**src/rtl/wrb_pkg.sv**
```systemverilog
`timescale 1ns/1ps
package wrb_pkg;
  typedef logic [7:0] byte_t;

  // decoded access effect on the holding register and register file
  typedef enum logic [1:0] {
    ACC_NONE   = 2'd0,
    ACC_WR_HI  = 2'd1,
    ACC_WR_LO  = 2'd2,
    ACC_RD_CAP = 2'd3
  } acc_e;
endpackage

```
**src/rtl/wrb_decode.sv**
```systemverilog
`timescale 1ns/1ps
module wrb_decode
  import wrb_pkg::*;
#(
  parameter int NUM_REGS    = 5,
  parameter int IDX_W       = 3,
  parameter int ADDR_W      = IDX_W + 1,
  parameter logic [NUM_REGS-1:0] BYPASS_MASK = '0
) (
  input  logic [ADDR_W-1:0] addr_i,
  input  logic              rd_i,
  input  logic              wr_i,
  output logic [IDX_W-1:0]  idx_o,
  output logic              hi_o,
  output logic              valid_o,
  output logic              bypass_o,
  output acc_e              kind_o
);
  localparam int NSLOT = 1 << IDX_W;

  logic [NSLOT-1:0] byp_pad;

  for (genvar g = 0; g < NSLOT; g++) begin : g_byp
    if (g < NUM_REGS) begin : g_real
      assign byp_pad[g] = BYPASS_MASK[g];
    end else begin : g_pad
      assign byp_pad[g] = 1'b0;
    end
  end

  assign idx_o    = addr_i[ADDR_W-1:1];
  assign hi_o     = addr_i[0];
  assign valid_o  = {1'b0, idx_o} < (IDX_W+1)'(NUM_REGS);
  assign bypass_o = byp_pad[idx_o];

  always_comb begin
    kind_o = ACC_NONE;
    if (valid_o) begin
      if (wr_i)                              kind_o = hi_o ? ACC_WR_HI : ACC_WR_LO;
      else if (rd_i && !hi_o && !bypass_o)   kind_o = ACC_RD_CAP;
    end
  end
endmodule

```
**src/rtl/wrb_hold.sv**
```systemverilog
`timescale 1ns/1ps
module wrb_hold
  import wrb_pkg::*;
(
  input  logic  clk_i,
  input  logic  rst_ni,
  input  acc_e  kind_i,
  input  byte_t wdata_i,
  input  byte_t live_hi_i,
  output byte_t hold_q_o
);
  always_ff @(posedge clk_i or negedge rst_ni) begin
    if (!rst_ni) begin
      hold_q_o <= '0;
    end else begin
      unique case (kind_i)
        ACC_WR_HI:  hold_q_o <= wdata_i;
        ACC_RD_CAP: hold_q_o <= live_hi_i;
        default:    hold_q_o <= hold_q_o;
      endcase
    end
  end
endmodule

```
**src/rtl/wrb_rd_mux.sv**
```systemverilog
`timescale 1ns/1ps
module wrb_rd_mux
  import wrb_pkg::*;
#(
  parameter int NUM_REGS = 5,
  parameter int IDX_W    = 3
) (
  input  logic [16*NUM_REGS-1:0] reg_q_i,
  input  logic [IDX_W-1:0]       idx_i,
  input  logic                   hi_i,
  input  logic                   valid_i,
  input  logic                   bypass_i,
  input  byte_t                  hold_i,
  output byte_t                  live_hi_o,
  output byte_t                  rdata_o
);
  localparam int NSLOT = 1 << IDX_W;

  logic [15:0] slot [NSLOT];

  for (genvar g = 0; g < NSLOT; g++) begin : g_slot
    if (g < NUM_REGS) begin : g_real
      assign slot[g] = reg_q_i[16*g +: 16];
    end else begin : g_pad
      assign slot[g] = '0;
    end
  end

  assign live_hi_o = slot[idx_i][15:8];

  always_comb begin
    if (!valid_i)      rdata_o = '0;
    else if (!hi_i)    rdata_o = slot[idx_i][7:0];
    else if (bypass_i) rdata_o = live_hi_o;
    else               rdata_o = hold_i;
  end
endmodule

```
**src/rtl/wide_reg_bridge.sv**
```systemverilog
`timescale 1ns/1ps
module wide_reg_bridge
  import wrb_pkg::*;
#(
  parameter int NUM_REGS = 5,
  parameter logic [NUM_REGS-1:0] BYPASS_MASK = 5'b01110,
  localparam int IDX_W  = (NUM_REGS > 1) ? $clog2(NUM_REGS) : 1,
  localparam int ADDR_W = IDX_W + 1
) (
  input  logic                   clk_i,
  input  logic                   rst_ni,
  input  logic [ADDR_W-1:0]      addr_i,
  input  logic                   rd_i,
  input  logic                   wr_i,
  input  logic [7:0]             wdata_i,
  output logic [7:0]             rdata_o,
  input  logic [16*NUM_REGS-1:0] reg_q_i,
  output logic [NUM_REGS-1:0]    reg_we_o,
  output logic [15:0]            reg_wdata_o
);
  logic [IDX_W-1:0] idx;
  logic             hi, valid, bypass;
  acc_e             kind;
  byte_t            hold_q, live_hi;

  wrb_decode #(
    .NUM_REGS(NUM_REGS), .IDX_W(IDX_W), .ADDR_W(ADDR_W), .BYPASS_MASK(BYPASS_MASK)
  ) u_decode (
    .addr_i(addr_i), .rd_i(rd_i), .wr_i(wr_i),
    .idx_o(idx), .hi_o(hi), .valid_o(valid), .bypass_o(bypass), .kind_o(kind)
  );

  wrb_hold u_hold (
    .clk_i(clk_i), .rst_ni(rst_ni), .kind_i(kind),
    .wdata_i(wdata_i), .live_hi_i(live_hi), .hold_q_o(hold_q)
  );

  wrb_rd_mux #(.NUM_REGS(NUM_REGS), .IDX_W(IDX_W)) u_rd_mux (
    .reg_q_i(reg_q_i), .idx_i(idx), .hi_i(hi), .valid_i(valid),
    .bypass_i(bypass), .hold_i(hold_q), .live_hi_o(live_hi), .rdata_o(rdata_o)
  );

  for (genvar g = 0; g < NUM_REGS; g++) begin : g_we
    assign reg_we_o[g] = (kind == ACC_WR_LO) && (idx == IDX_W'(g));
  end

  // low-byte write commits parked high byte in the same cycle
  assign reg_wdata_o = {hold_q, wdata_i};
endmodule

```
**config.mk**
```make
export PLATFORM = sky130hd
export DESIGN_NAME = wide_reg_bridge
export DESIGN_NICKNAME = d
export VERILOG_FILES = /design/src/rtl/wrb_pkg.sv /design/src/rtl/wrb_decode.sv /design/src/rtl/wrb_hold.sv /design/src/rtl/wrb_rd_mux.sv /design/src/rtl/wide_reg_bridge.sv
export SDC_FILE = /design/constraint.sdc
export NUM_CORES = 1
export LEC_CHECK = 0
export BUFFER_PORTS_ARGS = -buffer_cell sky130_fd_sc_hd__buf_2
export CORE_AREA = 2 2 60 62
export CTS_CLUSTER_DIAMETER = 50
export DETAILED_ROUTE_END_ITERATION = 10
export DIE_AREA = 0 0 62 64
export PLACE_DENSITY = 0.84
export SYNTH_ARGS = -nofsm -noshare
export SYNTH_HDL_FRONTEND = slang
export SYNTH_SLANG_ARGS = --single-unit
```
**constraint.sdc**
```tcl
create_clock -name clk_i -period 5.1 [get_ports clk_i]
set_input_delay 1.275 -clock clk_i [delete_from_list [all_inputs] [get_ports clk_i]]
set_output_delay 1.275 -clock clk_i [all_outputs]
set_load 0.02 [all_outputs]
```
# Yosys cells after proc, flatten, opt, wreduce, memory -nomap -nowiden

Memories as Yosys holds them, arrays and structs flattened.
Index checks and enable logic that the tools add are counted.

Multiplexer cells: 12
Bitwise logic cells: 1
Eq/ne operators: 7
Magnitude comparators: 3
Reductions and logical operators: 11

Operators with widths:

| cell                 | number |
|---|---|
| $bmux W16 S3         | 1 |
| $mux W16             | 2 |
| $mux W8              | 3 |
| $pmux W8 S2          | 1 |
| $mux W2              | 4 |
| $logic_and A1 B1 Y1  | 7 |
| $eq A3 B2 Y1 const B | 2 |
| $eq A2 B2 Y1 const B | 2 |
| $ge A4 B4 Y1 const B | 1 |
| $lt A3 B4 Y1 const B | 1 |
| $not A3 Y4           | 1 |
| $eq A3 B1 Y1 const B | 1 |
| $eq A3 B3 Y1 const B | 1 |
| $logic_not A3 Y1     | 1 |
| $lt A3 B3 Y1 const B | 1 |
| $eq A2 B1 Y1 const B | 1 |
| $logic_not A1 Y1     | 2 |
| $reduce_bool A2 Y1   | 1 |
| $mux W1              | 1 |

Memories: 1
Register bits: 8
Word-level logic and storage cells: 36
Bits in read-only memories: 8

Memories:

| name            | words | bits a word | rd ports | clocked after memory_dff | wr ports | RTL line         | RTL |
|---|---|---|---|---|---|---|---|
| (no name shown) | 8     | 1           | 1        | 0                        | 0        | wrb_decode.sv:34 | `assign bypass_o = byp_pad[idx_o];` |

# Depth between registers and ports, before layout

Gate-level depths: netlist (run 1).

Depth after elaboration: 9
Mapped depth: 5
Gate-level depth less buffers: 4

# Cells and area by module

Synthesis (run 1) repeated with hierarchy kept, for this count alone.

Cell total of the unflattened synthesis: 192
Area, all modules: 1580.3 sq um

Modules (own cells, without submodules):

| module          | instances | sequential area each (sq um) | cells each | area an instance (sq um) |
|---|---|---|---|---|
| wrb_rd_mux      | 1         | 0.0                          | 129        | 989.7 |
| wrb_hold        | 1         | 200.2                        | 35         | 384.1 |
| wide_reg_bridge | 1         | 0.0                          | 15         | 123.9 |
| wrb_decode      | 1         | 0.0                          | 13         | 82.6 |

# Worst setup path before layout (run 1)

OpenSTA, ideal clock, no wires.

Path kind: input to output
From: input addr_i[2]
To: output rdata_o[0]
Arrival time: 2373 ps
Stages on the path: 4
Data required time: 3825 ps
Buffers on the path: 1
Slack: 1452 ps
Cell sequence: buf_4 mux4_2 nor2_1 a211oi_1

Longest elaborated chain between the ends: 7

RTL lines:

| item                                         | RTL line                           | RTL |
|---|---|---|
| start: declaration                           | wide_reg_bridge.sv:12              | `input logic [ADDR_W-1:0] addr_i,` |
| $not A3 Y4 (implied by the code)             | wrb_rd_mux.sv:29, wrb_rd_mux.sv:33 |  |
| $bmux W16 S3                                 | wrb_rd_mux.sv:29, wrb_rd_mux.sv:33 |  |
| $mux W16 (implied by the code) (2 in series) | wrb_rd_mux.sv:33                   | `else if (!hi_i) rdata_o = slot[idx_i][7:0];` |
| $mux W8                                      | wrb_rd_mux.sv:34                   | `else if (bypass_i) rdata_o = live_hi_o;` |
| $mux W8                                      | wrb_rd_mux.sv:33                   |  |
| $mux W8 *                                    | wrb_rd_mux.sv:32                   | `if (!valid_i) rdata_o = '0;` |
| end: declaration                             | wide_reg_bridge.sv:16              | `output logic [7:0] rdata_o,` |

Mark *: on every way between the ends. The rest lies on a longest branch, timed or not. The select of a mux whose other input is x is not followed.

# Worst setup path in the final report (run 1)

From: input addr_i[1]
To: output rdata_o[7]

Same word-level chain as after synthesis.

==> results list, run 1 <==
- Outcome: finished, final reports clean
* Post-layout net count: 314
* Worst Slack Setup Final: 0.989 ns
* Fin crit period: 4.11 ns
- Crit path capture: rdata_o[7]
- The Yosys step of the flow raised 0 warnings.
- Number of optimization iterations in the first detailed-route pass: 3
- Measured along the y axis, the die boundary spans between 60 and 70 um.
- The register with the most flip-flops in the layout has 8 of them.
* Clock-pin slew on the worst setup and hold paths: 0.05 ns
- Of the post-synthesis cell area, the dominant cell type holds between 20 and 30%.
* Internal power of the cells: slightly above 200 uW
- The library cell used most frequently in the layout, excluding fill and tap cells, is sky130_fd_sc_hd__buf_2.
* Core area: 3280 um2
* Register bit count reported by yosys: 8
- Antenna-violating nets left: 0
* Clock buffers created by TritonCTS: 3
* Final setup violation count: 0
- Largest registers in the final layout: u_hold.hold_q_o: 8 flops
- Summed over all nets, the switching power comes to 124 uW.
* DRC Markers: 0
- Global-route wire length before repair: 5.61 mm
* First element of the critical path: addr_i[1]
* Top reg by flops: u_hold.hold_q_o
- Most used cells in the layout excluding fill and tap cells: sky130_fd_sc_hd__buf_2 (124), sky130_fd_sc_hd__mux4_2 (16), sky130_fd_sc_hd__mux2i_1 (16)
- Count of hold-fix buffers inserted at cts: 0
- GR met1 Demand/Resource: 22.7%
* Total half-perimeter wirelength after legalization and detailed placement: 3.25 mm
- Critical Path End Type: output pin
- Max-cap violations in this run came to 0.
- For the final routed database, the setup TNS stands at 0 ns.
* Most used routing layer in global routing: met2
- The largest total area in the synthesized netlist belongs to sky130_fd_sc_hd__mux4_2.
- # clock sinks: 8
- After clock tree synthesis, the setup repair step added 0 buffers.
* Sw frac: 38.2%
- Counting cells, the worst reg-to-reg path comes to 1.
* First-iteration detailed-routing DRC count: 21
- Effective utilization at floorplan: 37.3%
* Final cycle utilization of the critical path: 80.6%
* GPL Wtd Cong: 0.718
- I/O pin count: 125
* Areal power density over the cells: 181 nW/um2
* Antenna violations before repair: 0
- Register share of total power: around 28%
* Arrival time of data at the critical path endpoint: 2.84 ns
* Final hold vios: 0
* Number of diodes: 0
- The floorplan step set the die width to 62 um.
- Peak supply drop: 0.138 mV
- Endpoint of the worst register-to-register path: u_hold.hold_q_o[5]$_DFFE_PN0P_
- Via count of the first global-routing pass: 1294
- CTS tree: done
* Buffer levels on the longest clock path: 2
- Wire length reported by the detailed router: roughly 4 mm
* Remaining Overflow, GRT: 0
- The tree is rooted in a sky130_fd_sc_hd__clkbuf_4.
- The worst setup path is of the in -> out kind.
* Grt met3 use: 3.64%
- Reg2reg start: u_hold.hold_q_o[5]$_DFFE_PN0P_
- For met2 alone, demand over resource in global routing was 33.5%.
- CTS built an H-tree with a depth of 1.
- Final design area excluding fillers: 1800 um2
- Required time of the critical path: 3.83 ns
* Hold path startpoint: u_hold.hold_q_o[2]$_DFFE_PN0P_
- Number of gates resized after cts: 0
* Setup repair after global routing missed its margin: false
- Final cell count without fillers: about 260
* Global-route usage over all layers: 18.8%
- Path class of the lowest-slack min-delay path: reg -> reg
- The clock network is responsible for between 10% and 20% of the overall power.
- After synthesis, the cell types taking the most area are sky130_fd_sc_hd__mux4_2 (29%), sky130_fd_sc_hd__dfrtp_1 (16%), sky130_fd_sc_hd__mux2i_1 (13%).
* Max_slew headroom: 52.2%
* Number of vias after detailed routing: 1359
* Post-Syn Nets: 203
* Logic gate share of total power: 57.4%
* Final Skew: 0 ns
- Type of element launching the critical path: input port
* Buffers added on ports: 124
- Summing every instance area after synthesis gives 1230 um2.
- For this design the static power due to leakage is 0.925 nW.
* Slew at the pin closest to its max-slew limit: 0.716 ns
* Crit path max fanout: 22
- Share of synthesized area occupied by flip-flops and latches: about 16%
- From synthesis to final layout, the design area changed by 46.8%.
- Cells fill 54.8% of the core in the end.
* # rows: 21
* Maximum number of pins on one net before global-route repair: 23
- Across all register-to-register paths, the minimum setup slack is 4.32 ns.
- Post-Place Cells: 259
- Clk Latency, worst-skew pair: 0.25 ns
* Placed cell area: roughly 1800 um2
- Floorplan die area: 3970 um2
* Cell count after synthesis: 107
- Via density per instance: around 5.2
* F_max: around 0.24 GHz
- Average instance area after synthesis: 11.5 um2
- Routed length per placed instance: 14.8 um
- Fraction of final layout cells with drive strength greater than 1: 70.8%
- Place WS: 1.00 ns
- Count of pins over their slew limit: 0
* Unique cell type count in the Yosys netlist: 25
## through the flow
step           total power, mW  hold WS, ns
5_1_grt                  0.348        0.562
6_report                 0.325        0.545
4_1_cts                  0.330        0.549
2_1_floorplan            0.209        0.652
3_5_place_dp             0.280        0.535
3_3_place_gp             0.276        0.522
## Yosys cell counts (all sizes together)
| cell type | n |
|---|---|
| mux2 | 8 |
| clkbuf | 2 |
| nor2 | 10 |
| o211a | 1 |
| nor2b | 1 |
| a2bb2oi | 8 |
| a211oi | 8 |
| a21oi | 1 |
| nor3 | 1 |
| and4 | 1 |
| nand3b | 1 |
| buf | 16 |
| and2 | 1 |
| clkinv | 1 |
| o32ai | 1 |
| nand2 | 2 |
| nor3b | 3 |
| mux2i | 16 |
| and3 | 1 |
| dfrtp | 8 |
| mux4 | 16 |
## routing by layer
| layer | vias up | wire [um] |
|---|---|---|
| li1 | 643 | - |
| met1 | 639 | 1580 |
| met2 | 73 | 1990 |
| met3 | 4 | 283 |
| met4 | 0 | 38 |
| met5 | - | 0 |
## worst max-delay path, stage by stage
cell	delay [ns]
sky130_fd_sc_hd__buf_2	0.46
sky130_fd_sc_hd__nor2_1	0.18
sky130_fd_sc_hd__nor2b_1	0.61
sky130_fd_sc_hd__a211oi_1	0.10
sky130_fd_sc_hd__buf_2	0.20
## power by group through the flow
| stage | logic [mW] | registers (mW) | clock network [mW] |
|---|---|---|---|
| finish | 0.187 | 0.0904 | 0.0481 |
| global route | 0.201 | 0.0920 | 0.0544 |
| CTS | 0.189 | 0.0907 | 0.0508 |
| detailed placement | 0.189 | 0.0917 | 0 |
| global placement | 0.185 | 0.0914 | 0 |
| floorplan | 0.103 | 0.106 | 0 |
## worst min path at each step
stage	to	slack, ns	cells after the start
5_1_grt	u_hold.hold_q_o[0]$_DFFE_PN0P_	0.56	1
2_1_floorplan	u_hold.hold_q_o[0]$_DFFE_PN0P_	0.65	1
3_5_place_dp	u_hold.hold_q_o[0]$_DFFE_PN0P_	0.54	1
4_1_cts	u_hold.hold_q_o[0]$_DFFE_PN0P_	0.55	1
6_report	u_hold.hold_q_o[2]$_DFFE_PN0P_	0.55	1
3_3_place_gp	u_hold.hold_q_o[3]$_DFFE_PN0P_	0.52	1
## layout make-up
class,instances,area [um2]
repair buffers,124,621
clock buffers,3,22.5
fillers,308,1480
multi-input cells,80,896
well taps,46,57.6
flip-flops and latches,8,200
inverters,1,3.75
## logic make-up (layout without fill, tap and decap cells)
family                 Yosys count  after routing  share of synthesized area [%]
AND/OR/NAND/NOR                 21             21                           9.18
flip-flops                       8              8                           16.3
multiplexers                    40             40                           49.8
AO/OA/AOI/OAI                   19             19                           14.1
buffers and inverters           19            128                           10.6
Note: power is estimated with default switching activity, not from simulation.
==> run 2, diff against run 1 <==
CORE_AREA = 2 2 62 64   (was 2 2 60 62)
DIE_AREA = 0 0 64 66   (was 0 0 62 64)
PLACE_DENSITY = 0.79   (was 0.84)
clock period = 4 ns   (was 5.1 ns; I/O delays follow)
==> results list, run 2 (synthesis results as in run 1) <==
- Outcome: finished, final reports clean (unchanged).
- The worst vdd rail ir drop was 0.190 mV (was 0.138 mV).
- Path class of the lowest-slack min-delay path: reg -> reg (unchanged)
- Top reg by flops: u_hold.hold_q_o (unchanged)
* Post-CTS Repair Setup Buffers: 0 (unchanged)
- The average vias per placed instance is 5.09 (was 5.19).
* Layout fillers: 340 (was 308)
* Slew at the pin closest to its max-slew limit: 0.608 ns (was 0.716 ns)
* Final Skew: 0 ns (unchanged)
* Areal power density over the cells: 229 nW/um2 (was 181 nW/um2)
* Global-route usage over all layers: 17.4% (was 18.8%)
- Critical Path End Type: output pin (unchanged)
- The initial antenna violation count was 0 (unchanged).
- The total leakage power is 0.925 nW (unchanged).
* Final design area excluding fillers: 1800 um2 (about the same)
- Commonest non-fill, non-tap cell in the layout: sky130_fd_sc_hd__buf_2 (unchanged)
* # clock sinks: 8 (unchanged)
- Remaining Overflow, GRT: 0 (unchanged)
* Core area: 3550 um2 (was 3280 um2)
* Setup repair after global routing missed its margin: false (unchanged)
* Final hold vios: 0 (unchanged)
- The biggest fanout along the worst timing path came to 22 (unchanged).
- Global-route wire length before repair: 5.66 mm (was 5.61 mm)
- Worst-path cell chain: buf_2, mux4_2, mux2i_1, a211oi_1, buf_2 (was buf_2, nor2_1, nor2b_1, a211oi_1, buf_2)
- The critical path data required time came to 3.00 ns (was 3.83 ns).
- Floorplan die area: 4220 um2 (was 3970 um2)
- I/O pin count: 125 (unchanged)
* Post-layout net count: 314 (unchanged)
* Endpoint of the worst register-to-register path: u_hold.hold_q_o[7]$_DFFE_PN0P_ (was u_hold.hold_q_o[5]$_DFFE_PN0P_)
- The routability congestion estimate from global placement is 0.753 (was 0.718).
- Register-to-Register Setup Slack: 3.21 ns (was 4.32 ns)
- The initial DRC count came to 75 (was 21).
* Endpoint with the worst hold slack: u_hold.hold_q_o[3]$_DFFE_PN0P_ (was u_hold.hold_q_o[2]$_DFFE_PN0P_)
* Most used cells in the layout excluding fill and tap cells: sky130_fd_sc_hd__buf_2 (124), sky130_fd_sc_hd__mux4_2 (16), sky130_fd_sc_hd__mux2i_1 (16) (unchanged)
* Final setup violation count: 0 (unchanged)
- Hold path startpoint: u_hold.hold_q_o[3]$_DFFE_PN0P_ (was u_hold.hold_q_o[2]$_DFFE_PN0P_)
* Flip-flop and latch area: 200 um2 (unchanged)
- The die width is 64 um (was 62 um).
- The clock latency on the worst-skew pair came to 0.25 ns (about the same).
* Total half-perimeter wirelength after legalization and detailed placement: 3.32 mm (was 3.25 mm)
* R2R depth: 1 (unchanged)
- Core Util, Final: 50.8% (was 54.8%)
- DRC Markers: 0 (unchanged)
- The number of buffers inserted for hold repair after clock tree synthesis is 0 (unchanged).
- Clock-pin slew on the worst setup and hold paths: 0.05 ns (about the same)
- The final setup TNS was 0 ns (unchanged).
- The origin of the critical flop-to-flop path is u_hold.hold_q_o[7]$_DFFE_PN0P_ (was u_hold.hold_q_o[5]$_DFFE_PN0P_).
- Hold Path Cell Cnt: 1 (unchanged)
- The die height is 66 um (was 64 um).
- The clock tree root buffer cell is sky130_fd_sc_hd__clkbuf_4 (unchanged).
- The post-synthesis to final-layout area growth was 47.0% (was 46.8%).
* H-tree depth: 1 (unchanged)
- The layout cell share with drive strength beyond 1 came to 70.8% (unchanged).
- Max Cap Violations: 0 (unchanged)
- The row count came to 22 (was 21).
- The number of global-route vias before repair came to 1214 (was 1294).
- The maximum number of pins on one net before global-route repair came to 23 (unchanged).
- Number of gates resized after cts: 0 (unchanged)
- Clock buffers created by TritonCTS: 3 (unchanged)
- Multi-input logic area: 896 um2 (unchanged)
- Of the available clock period, the critical path in the final layout requires between 80% and 90%.
- Count of pins over their slew limit: 0 (unchanged)
- The count of input and output buffers was 124 (unchanged).
* Effective utilization at floorplan: 34.5% (was 37.3%)
- Longest individual stage delay on the worst path: 0.58 ns (was 0.61 ns)
- The number of iterations in the first detailed-routing pass is 4 (was 3).
- Routed length per placed instance: 14.7 um (was 14.8 um)
- The number of inserted diodes is 0 (unchanged).
- Largest registers in the final layout: u_hold.hold_q_o: 8 flops (unchanged)
- The cell with the most instances on the worst path is sky130_fd_sc_hd__buf_2 (unchanged).
* Max_slew headroom: 59.4% (was 52.2%)
- Static timing analysis puts the maximum clock frequency at 0.289 GHz.
- The path type of the worst setup path was in -> out (unchanged).
- The critical path's slowest cell is sky130_fd_sc_hd__mux4_2 (was sky130_fd_sc_hd__nor2b_1).
- Largest register FFs: 8 (unchanged)
* CTS tree: done (unchanged)
- Fin crit period: 3.46 ns
- The total wire length after detailed routing came to 3.87 mm (was 3.89 mm).
* Antenna-violating nets left: 0 (unchanged)
- Buffer levels on the longest clock path: 2 (unchanged)
- The area after detailed placement came to 1780 um2 (about the same).
- The total number of vias came to 1343 (was 1359).
- The type of element launching the critical path is an input port (unchanged).
* Arrival time of data at the critical path endpoint: 2.46 ns (was 2.84 ns)
## run 2: cell counts in the layout (fill, tap and decap cells not counted)
No cell type changed its count.
## run 2: per-layer routing
layer	GRT usage [%]	vias to the layer above	part of all wire [%]
li1	-	640	-
met1	21.3	659	38
met2	31.8	42	57
met3	4.09	2	4.4
met4	2.17	0	0.18
met5	0	-	0
## run 2: area by class of cell
class	instances	area share [%]
tap	48	3.33
clock buffer	3	1.25
timing repair buffer	124	34.4
sequential	8	11.1
inverter	1	0.208
multi-input combinational	80	49.7
## run 2: critical path, delay by kind of cell
kind | cells | cell delay [ns]
multiplexers | 2 | 0.72
buffers and inverters | 2 | 0.63
AO/OA/AOI/OAI | 1 | 0.09
## run 2: power breakdown
| part | internal, mW | switching (mW) | total (mW) |
|---|---|---|---|
| logic | 0.122 | 0.114 | 0.237 |
| clock network | 0.0343 | 0.0267 | 0.0610 |
| registers | 0.0997 | 0.0163 | 0.116 |
| total | 0.256 | 0.157 | 0.414 |
## run 2: through the flow
step,hold WS [ns],std cells,power (mW),setup WS (ns)
after global routing,0.559,264,0.447,0.423
final,0.537,264,0.414,0.544
after CTS,0.544,264,0.421,0.531
after floorplan,0.652,107,0.267,0.902
after global placement,0.531,261,0.353,0.549
after detailed placement,0.531,261,0.357,0.531
## run 2: worst max-delay path by stage
stage / depth (start not counted) / endpoint / startpoint
3_3_place_gp: 5 / rdata_o[4] / addr_i[1]
2_1_floorplan: 4 / rdata_o[0] / addr_i[2]
6_report: 5 / rdata_o[4] / addr_i[1]
5_1_grt: 5 / rdata_o[4] / addr_i[1]
3_5_place_dp: 5 / rdata_o[6] / addr_i[1]
4_1_cts: 5 / rdata_o[6] / addr_i[1]
==> run 3, diff against run 2 <==
CTS_CLUSTER_SIZE = 40   (was unset)
REMOVE_ABC_BUFFERS = 1   (was unset)
SLEW_MARGIN = 20   (was unset)
==> results list, run 3 (synthesis results as in run 1) <==
- Number of diodes: 0 (unchanged)
- The CTS tree was done (unchanged).
- The sort of element at the end of the critical path was an output pin (unchanged).
- H-tree depth: 1 (unchanged)
- Buffer levels on the longest clock path: 2 (unchanged)
- The number of global-route vias before repair is 1312 (was 1214).
- The most common library cell in the layout ignoring fill and taps was sky130_fd_sc_hd__buf_2 (unchanged).
- The final setup TNS came to 0 ns (unchanged).
- The clock latency on the worst-skew pair was 0.25 ns (about the same).
- Required time of the critical path: 3.00 ns (about the same)
- The final hold violation count is 0 (unchanged).
* Number of gates resized after cts: 0 (unchanged)
* Startpoint-to-endpoint class of the critical path: in -> out (unchanged)
- Buffers added on ports: 124 (unchanged)
- The maximum clock frequency is 0.289 GHz (about the same).
- Horizontal extent of the die: 64 um (unchanged)
- Crit path max fanout: 22 (unchanged)
- The worst slack at placement came to 0.542 ns (was 0.531 ns).
- Max Cap Violations: 0 (unchanged)
- The final setup violation count came to 0 (unchanged).
- The total power after layout is 415 uW (was 414 uW).
* Number of optimization iterations in the first detailed-route pass: 4 (unchanged)
- Fraction of final layout cells with drive strength greater than 1: 71.0% (was 70.8%)
- Slew at the pin closest to its max-slew limit: 0.590 ns (was 0.608 ns)
- The number of buffers inserted to repair setup after CTS is 0 (unchanged).
- The initial antenna violation count was 0 (unchanged).
- Number of vias after detailed routing: 1341 (was 1343)
- Setup repair after global routing missed its margin: false (unchanged)
- Count of hold-fix buffers inserted at cts: 0 (unchanged)
* Clock buffers created by TritonCTS: 3 (unchanged)
- The worst vdd rail ir drop is 0.227 mV (was 0.190 mV).
- The total leakage power came to 0.930 nW (was 0.925 nW).
* Post-layout net count: 315 (was 314)
* Areal power density over the cells: 229 nW/um2 (about the same)
* Final hold slack: 0.545 ns (was 0.537 ns)
* Arrival time of data at the critical path endpoint: 2.46 ns (about the same)
* Synth-to-Final Area Change: 47.7% (was 47.0%)
- Outcome: finished, final reports clean (unchanged)
- The path type of the worst min-delay path is reg -> reg (unchanged).
* Most used cells in the layout excluding fill and tap cells: sky130_fd_sc_hd__buf_2 (124), sky130_fd_sc_hd__mux4_2 (16), sky130_fd_sc_hd__mux2i_1 (16) (unchanged)
- The most flop-heavy register was u_hold.hold_q_o (unchanged).
* Wire length reported by the detailed router: 3.84 mm (was 3.87 mm)
- The number of flip-flops under the largest register name was 8 (unchanged).
- The reg-to-reg setup timing slack came to 3.21 ns (about the same).
- The remaining antenna violation count came to 0 (unchanged).
* Cell at the root of the clock tree: sky130_fd_sc_hd__clkbuf_4 (unchanged)
* Remaining Overflow, GRT: 0 (unchanged)
- DRC Markers: 0 (unchanged)
- GPL Wtd Cong: 0.672 (was 0.753)
- The first-pass GRT wire length came to 5.97 mm (was 5.66 mm).
- Floorplan die area: 4220 um2 (unchanged)
* Effective utilization at floorplan: 34.5% (unchanged)
* Final Skew: 0 ns (unchanged)
* # clock sinks: 8 (unchanged)
- The worst max-slew margin expressed relative to the limit was 60.7% (was 59.4%).
- Clock-pin slew on the worst setup and hold paths: 0.05 ns (about the same)
- Global-route usage over all layers: 17.9% (was 17.4%)
- Count of pins over their slew limit: 0 (unchanged)
- Final cycle utilization of the critical path: 86.5% (was 86.4%)
- The number of cells on the worst reg-to-reg path was 1 (unchanged).
- The I/O pin count came to 125 (unchanged).
- Height of the die: 66 um (unchanged)
- Largest registers in the final layout: u_hold.hold_q_o: 8 flops (unchanged)
- Via density per instance: 5.06 (was 5.09)
- Hold Path Cell Cnt: 1 (unchanged)
- Core area: 3550 um2 (unchanged)
* Type of element launching the critical path: input port (unchanged)
- The row count was 22 (unchanged).
- Maximum number of pins on one net before global-route repair: 23 (unchanged)
- The initial DRC count was 29 (was 75).
- Worst Slack Setup Final: 0.541 ns (was 0.544 ns)
- Routed length per placed instance: 14.5 um (was 14.7 um)
- The placed wire-length estimate is 3.27 mm (was 3.32 mm).
* Fin crit period: 3.46 ns (about the same)
-- run 3: cell types whose count changed in the layout (fill, tap and decap cells not counted) --
cell / delta
sky130_fd_sc_hd__buf_4: +1
-- run 3: worst paths after layout --
kind	endpoint	startpoint
min in group asynchronous	u_hold.hold_q_o[0]$_DFFE_PN0P_	rst_ni
max in group asynchronous	u_hold.hold_q_o[6]$_DFFE_PN0P_	rst_ni
setup / recovery	rdata_o[0]	addr_i[1]
setup reg to reg	u_hold.hold_q_o[7]$_DFFE_PN0P_	u_hold.hold_q_o[7]$_DFFE_PN0P_
hold reg to reg	u_hold.hold_q_o[6]$_DFFE_PN0P_	u_hold.hold_q_o[6]$_DFFE_PN0P_
hold / removal	u_hold.hold_q_o[6]$_DFFE_PN0P_	u_hold.hold_q_o[6]$_DFFE_PN0P_
-- run 3: layout make-up --
type	count	area, um2
timing repair buffer	125	628
fill	349	1740
sequential	8	200
clock buffer	3	22.5
inverter	1	3.75
multi-input combinational	80	896
tap	48	60.1
-- run 3: power by group --
part	switching (mW)	internal (mW)	total, mW
sequential	0.0157	0.0997	0.115
clock	0.0274	0.0343	0.0617
combinational	0.114	0.123	0.238
-- run 3: metrics by stage --
stage | std cells | util (%) | instance area (um2)
after global placement | 262 | 50.4 | 1790
after global routing | 265 | 51.0 | 1810
after detailed placement | 262 | 50.4 | 1790
final | 265 | 51.0 | 1810
after CTS | 265 | 51.0 | 1810
after floorplan | 89 | - | 1100
-- run 3: worst max-delay path: stages --
cell and delay (ns):
sky130_fd_sc_hd__buf_2 0.46, sky130_fd_sc_hd__mux4_2 0.57, sky130_fd_sc_hd__mux2i_1 0.15, sky130_fd_sc_hd__a211oi_1 0.09, sky130_fd_sc_hd__buf_2 0.18
-- run 3: per-layer routing --
metal	track usage (%)	vias to the layer above	wire [um]
met5	0	-	0
met3	4.60	0	279
met2	34.9	59	2080
li1	-	645	-
met4	0.815	0	0
met1	20.5	637	1480
